### config.mk
export PLATFORM = sky130hd
export DESIGN_NAME = baud_tx_unit
export DESIGN_NICKNAME = d
export VERILOG_FILES = /design/src/rtl/uart_tx_pkg.sv /design/src/rtl/baud_gen.sv /design/src/rtl/tx_hold.sv /design/src/rtl/tx_shifter.sv /design/src/rtl/baud_tx_unit.sv
export SDC_FILE = /design/constraint.sdc
export NUM_CORES = 1
export LEC_CHECK = 0
export BUFFER_PORTS_ARGS = -buffer_cell sky130_fd_sc_hd__buf_2
export CAP_MARGIN = 30
export CELL_PAD_IN_SITES_DETAIL_PLACEMENT = 0
export CELL_PAD_IN_SITES_GLOBAL_PLACEMENT = 1
export CORE_ASPECT_RATIO = 0.7
export CORE_MARGIN = 1
export CORE_UTILIZATION = 53
export DETAILED_ROUTE_END_ITERATION = 12
export PLACE_DENSITY = 0.9
export REMOVE_ABC_BUFFERS = 1
export SYNTH_ARGS = -nofsm -noshare
export SYNTH_HDL_FRONTEND = slang
export SYNTH_SLANG_ARGS = --single-unit
### constraint.sdc
create_clock -name clk -period 6 [get_ports clk]
set_input_delay 0.3 -clock clk [delete_from_list [all_inputs] [get_ports clk]]
set_output_delay 0.3 -clock clk [all_outputs]
set_load 0.01 [all_outputs]
### src/rtl/uart_tx_pkg.sv
package uart_tx_pkg;

  localparam int DIV_W      = 16;
  localparam int CHAR_W     = 8;
  localparam int TICKS_BIT  = 16;
  localparam int FRAME_MAX  = 1 + CHAR_W + 1 + 2;   // start + data + parity + stop slots
  localparam int TICK_CNT_W = 8;                    // holds 16*10 + 32 = 192

  localparam logic [1:0] SEL_HOLD   = 2'd0;
  localparam logic [1:0] SEL_DIV_LO = 2'd1;
  localparam logic [1:0] SEL_DIV_HI = 2'd2;
  localparam logic [1:0] SEL_LINE   = 2'd3;

  typedef struct packed {
    logic       even;       // [4]
    logic       par_en;     // [3]
    logic       long_stop;  // [2]
    logic [1:0] wlen;       // [1:0]
  } line_ctl_t;

  // data bits per character
  function automatic logic [3:0] char_bits(line_ctl_t lc);
    return 4'd5 + {2'b00, lc.wlen};
  endfunction

  // stop period measured in 16x pulses
  function automatic int unsigned stop_ticks(line_ctl_t lc);
    if (!lc.long_stop)        return 16;
    else if (lc.wlen == 2'b00) return 24;
    else                      return 32;
  endfunction

  // total pulses in one frame
  function automatic logic [TICK_CNT_W-1:0] frame_ticks(line_ctl_t lc);
    int unsigned slots;
    slots = 1 + int'(char_bits(lc)) + (lc.par_en ? 1 : 0);
    return TICK_CNT_W'(slots * TICKS_BIT + stop_ticks(lc));
  endfunction

  // serial word, bit 0 leaves first; stop and fill bits are 1
  function automatic logic [FRAME_MAX-1:0] frame_word(logic [CHAR_W-1:0] d, line_ctl_t lc);
    logic [FRAME_MAX-1:0] fw;
    logic [3:0]           n;
    logic                 ones;
    n    = char_bits(lc);
    fw   = '1;
    fw[0] = 1'b0;
    ones = 1'b0;
    for (int i = 0; i < CHAR_W; i++) begin
      if (i < int'(n)) begin
        fw[i+1] = d[i];
        ones    = ones ^ d[i];
      end
    end
    if (lc.par_en) fw[n+1] = lc.even ? ones : ~ones;
    return fw;
  endfunction

endpackage

### src/rtl/baud_gen.sv
module baud_gen
  import uart_tx_pkg::*;
#(
  parameter int W = DIV_W
) (
  input  logic         clk,
  input  logic         rst_n,
  input  logic [W-1:0] divisor,
  output logic         tick,
  output logic         baudout_n
);
  logic [W-1:0] cnt;
  logic         run;

  assign run  = (divisor != '0);
  assign tick = run && (cnt >= divisor - W'(1));

  always_ff @(posedge clk or negedge rst_n) begin
    if (!rst_n) begin
      cnt       <= '0;
      baudout_n <= 1'b1;
    end else begin
      cnt       <= (!run || tick) ? '0 : cnt + W'(1);
      baudout_n <= ~tick;
    end
  end
endmodule

### src/rtl/tx_hold.sv
module tx_hold
  import uart_tx_pkg::*;
(
  input  logic              clk,
  input  logic              rst_n,
  input  logic              wr,
  input  logic [CHAR_W-1:0] wdata,
  input  logic              take,
  output logic [CHAR_W-1:0] hold_q,
  output logic              full
);
  // contents survive reset, only the flag is cleared
  always_ff @(posedge clk) begin
    if (wr) hold_q <= wdata;
  end

  always_ff @(posedge clk or negedge rst_n) begin
    if (!rst_n)    full <= 1'b0;
    else if (wr)   full <= 1'b1;
    else if (take) full <= 1'b0;
  end
endmodule

### src/rtl/tx_shifter.sv
module tx_shifter
  import uart_tx_pkg::*;
(
  input  logic              clk,
  input  logic              rst_n,
  input  logic              tick,
  input  logic              load,
  input  logic [CHAR_W-1:0] data,
  input  line_ctl_t         lc,
  output logic              active,
  output logic              finishing,
  output logic              sout
);
  logic [FRAME_MAX-1:0]  shreg;
  logic [3:0]            phase;
  logic [TICK_CNT_W-1:0] left;

  assign finishing = active && tick && (left == TICK_CNT_W'(1));
  assign sout      = active ? shreg[0] : 1'b1;

  always_ff @(posedge clk or negedge rst_n) begin
    if (!rst_n) begin
      active <= 1'b0;
      shreg  <= '1;
      phase  <= '0;
      left   <= '0;
    end else if (load) begin
      active <= 1'b1;
      shreg  <= frame_word(data, lc);
      phase  <= '0;
      left   <= frame_ticks(lc);
    end else if (active && tick) begin
      phase <= phase + 4'd1;
      if (phase == 4'(TICKS_BIT - 1)) shreg <= {1'b1, shreg[FRAME_MAX-1:1]};
      if (finishing) active <= 1'b0;
      else           left   <= left - TICK_CNT_W'(1);
    end
  end
endmodule

### src/rtl/baud_tx_unit.sv
module baud_tx_unit
  import uart_tx_pkg::*;
(
  input  logic       clk,
  input  logic       rst_n,
  input  logic       wr_en,
  input  logic [1:0] wr_sel,
  input  logic [7:0] wr_data,
  output logic       sout,
  output logic       baudout_n,
  output logic       thr_empty,
  output logic       tsr_empty
);
  logic [DIV_W-1:0]  div_q;
  line_ctl_t         line_q;
  logic              baud_tick;
  logic              load_evt;
  logic              hold_full;
  logic [CHAR_W-1:0] hold_q;
  logic              tx_active;
  logic              tx_finishing;

  // divisor bytes are not reset
  always_ff @(posedge clk) begin
    if (wr_en && wr_sel == SEL_DIV_LO) div_q[7:0]       <= wr_data;
    if (wr_en && wr_sel == SEL_DIV_HI) div_q[DIV_W-1:8] <= wr_data;
  end

  always_ff @(posedge clk or negedge rst_n) begin
    if (!rst_n)                           line_q <= '0;
    else if (wr_en && wr_sel == SEL_LINE) line_q <= line_ctl_t'(wr_data[4:0]);
  end

  assign load_evt  = hold_full && (!tx_active || tx_finishing);
  assign thr_empty = ~hold_full;
  assign tsr_empty = ~tx_active;

  baud_gen #(.W(DIV_W)) u_gen (
    .clk       (clk),
    .rst_n     (rst_n),
    .divisor   (div_q),
    .tick      (baud_tick),
    .baudout_n (baudout_n)
  );

  tx_hold u_hold (
    .clk    (clk),
    .rst_n  (rst_n),
    .wr     (wr_en && wr_sel == SEL_HOLD),
    .wdata  (wr_data),
    .take   (load_evt),
    .hold_q (hold_q),
    .full   (hold_full)
  );

  tx_shifter u_shift (
    .clk       (clk),
    .rst_n     (rst_n),
    .tick      (baud_tick),
    .load      (load_evt),
    .data      (hold_q),
    .lc        (line_q),
    .active    (tx_active),
    .finishing (tx_finishing),
    .sout      (sout)
  );
endmodule

==> summary.txt <==
Place
  – Global placer's final weighted congestion: 0.837
  – PortBufs: 16
  – Dpl cells: 491
  – Final HPWL DP: 5980 um

Outcome
  – Outcome: finished, final reports clean

Floorplanning
  – Core area: 7380 sq um
  – Cell row count: 26
  – Die X: 107 um
  – Die area: 8110 sq um
  – Initial core utilization: 55.6%
  – DIE HEIGHT: 75.6 um
  – Top-Level Pins: 17

Worst setup path
  – Kind of critical path: reg2reg
  – Data required time at the worst endpoint: 6.29 ns
  – Critical path fanouts, max: 12
  – Crit end category: flip-flop
  – Slowest CP cell: o2111ai_2
  – CP Cell Sequence: nor3_1 -> nor3b_1 -> nand2_1 -> nor3_1 -> xnor2_1 -> ha_1 -> a21o_1 -> a21o_1 -> a2111oi_4 -> a21oi_2 -> o2111ai_2 -> mux2_2 -> o21a_1
  – Startpoint class of the critical path: flip-flop
  – CP top delay family: compound AO/OA/AOI/OAI gates
  – CP arrival: ~4.6 ns
  – CP max stage delay: 0.72 ns
  – R2R setup slack: 1.72 ns
  – CP bufs+invs: 0

Finish
  – Commonest non-fill, non-tap cell in the layout: nor2_1
  – Syn-to-layout area delta: 9.42%
  – Most frequent cells in the layout: nor2_1 (37), dfrtp_1 (35), ha_1 (32)
  – Share of layout cells above drive strength 1: 14.6%
  – ANT cells: 0
  – Nets: around 450
  – Final cell count without fillers: 508
  – Layout Utilization: 60.8%

Clocking
  – Clock Tree Buf Depth: 2
  – TritonCTS Sinks: 72
  – Latest clock arrival within the worst-skew pair: 0.35 ns
  – CTS H-tree depth: 3
  – CTS tree: done
  – Clk Tree Root Cell: clkbuf_8
  – Post-CTS setup buffer count: 0
  – Clock transition at path regs: 0.08 ns
  – CTS Buf Count: 9
  – Resize count post-CTS: 0

Yosys
  – Yosys reg bits: 72
  – Post-Syn Instances: 382
  – Mapped Avg Cell Area: 10.7 sq um
  – Unique cell type count in the Yosys netlist: 50
  – Main synth FF type: dfrtp_1
  – Async SR Flop Fraction: 66.7%
  – Yosys warnings: 0
  – Sequential area share after synthesis: 47.2%
  – Cell Area, Synth: 4110 sq um
  – EDFF count, synth: 24

STA
  – Peak Freq: 0.233 GHz
  – RSZ-0062 raised after global routing: no
  – Worst Tran Pin Value: 0.873 ns
  – Final Max Slew Viols: 0
  – Final setup vio count: 0
  – Fin crit period: ~4.3 ns
  – Endpoints failing hold: 0
  – Worst Skew: 0.00892 ns
  – Max-slew headroom: roughly two fifths
  – Period utilization: 71.4%
  – Setup TNS: 0 ns

Detailed routing
  – Drt first pass iters: 4
  – Final wirelength: approximately 8000 um
  – WL/cell: around 16 um
  – Final ANT Viol Nets: 0
  – DRC Markers: 0
  – Iter 0 DRT Violations: ~150
  – Via count: about 2,900
  – Vias per Instance: between 5 and 6

Hold path
  – Worst Hold Class: in2reg

Power and ir drop
  – Design Power: 1.19 mW
  – VDD IR max: 0.000125 V
  – Leak: 1.94 nW
  – Pwr/cell area: 265 nW/um^2

GRT
  – Vias in the first global route: around 2,600
  – GRT Overall Usage: 22.3%
  – Total grt overflow: 0
  – First-pass GRT wire length: 13,400 um
  – Largest net degree at the start of global routing: 40
  – Initial antenna violation count: 0

Job
  – Max Cap Viol: 0
## worst paths after layout
| path | depth (start not counted) | start | end |
|---|---|---|---|
| setup / recovery | 13 | div_q[2] | u_shift.shreg[9] |
| hold / removal | 1 | wr_data[7] | u_hold.hold_q[7] |
| setup reg to reg | 13 | div_q[2] | u_shift.shreg[9] |
| hold reg to reg | 2 | u_hold.hold_q[2] | u_shift.shreg[3] |
| max in group asynchronous | 3 | rst_n | u_shift.shreg[0] |
| min in group asynchronous | 2 | rst_n | u_gen.cnt[3] |
## layout make-up
cell class,instances,area (sq um)
Timing Repair Buffer,21,133
Sequential cell,72,1940
Tap cell,98,123
Fill cell,598,2890
Multi-Input combinational cell,285,2060
Clock buffer,13,159
Inverter,16,60.1
Clock inverter,3,16.3
## through the flow
step / worst slack (ns) / hold WS (ns) / cell area [sq um]
after CTS: 1.71 / 0.158 / 4490
after global routing: 1.42 / 0.147 / 4490
after floorplan: 2.07 / 0.00441 / 4060
after detailed placement: 1.73 / 0.282 / 4310
after global placement: 1.82 / 0.497 / 4290
final: 1.72 / 0.170 / 4490
## synthesized netlist by cell type (3+ instances only)
cell | count | share of area [%]
nor2_1 | 37 | 3.4
dfrtp_1 | 35 | 21
ha_1 | 32 | 9.8
nand2_1 | 30 | 2.7
edfxtp_1 | 24 | 18
xnor2_1 | 23 | 4.9
nand3_1 | 19 | 2.3
xor2_1 | 17 | 3.6
inv_1 | 16 | 1.5
mux2i_1 | 14 | 3.4
dfstp_2 | 13 | 8.3
a21oi_1 | 11 | 1.3
and3_1 | 9 | 1.4
o21ai_0 | 9 | 1.1
o21ai_1 | 9 | 1.1
mux2_2 | 7 | 1.9
nor3_1 | 7 | 0.85
nand2b_1 | 6 | 0.91
buf_2 | 5 | 0.61
nand4_1 | 5 | 0.76
nor3b_1 | 5 | 0.91
nor4_1 | 5 | 0.76
o21a_1 | 4 | 0.73
a2bb2oi_1 | 3 | 0.64
clkbuf_1 | 3 | 0.27
o211ai_1 | 3 | 0.55
## report_power, final
group / switching [mW] / internal [mW]
registers: 0.0514 / 0.553
logic: 0.129 / 0.112
clock network: 0.176 / 0.171
## kinds of logic after synthesis
| logic type | count (synthesis) | synth area share (%) |
|---|---|---|
| AND/OR/NAND/NOR | 133 | 16.0 |
| buffers and inverters | 25 | 2.53 |
| flip-flops | 72 | 47.2 |
| adder cells (fa/ha/maj) | 34 | 10.7 |
| XOR/XNOR | 40 | 8.53 |
| multiplexers | 21 | 5.33 |
| AO/OA/AOI/OAI | 57 | 9.63 |
## layer usage
| metal | GRT usage (%) | wire [um] |
|---|---|---|
| met1 | 34.6 | 4380 |
| met2 | 30.2 | 3090 |
| met3 | 6.67 | 407 |
| met4 | 5.63 | 80 |
| met5 | 0 | 0 |
## flip-flops by register name (all words and copies together), names as in the netlist
register	cells
div_q	16
u_shift.left	8
u_hold.hold_q	8
u_shift.shreg	12
line_q	5
u_hold.full	1
u_gen.baudout_n	1
u_shift.active	1
u_gen.cnt	16
u_shift.phase	4
## timing repair
action / CTS / global route
endpoints found under the hold margin: 17 / 0
setup endpoints to repair: 0 / 0
hold buffers: 1 / 0
(Power assumes the default switching activity.)
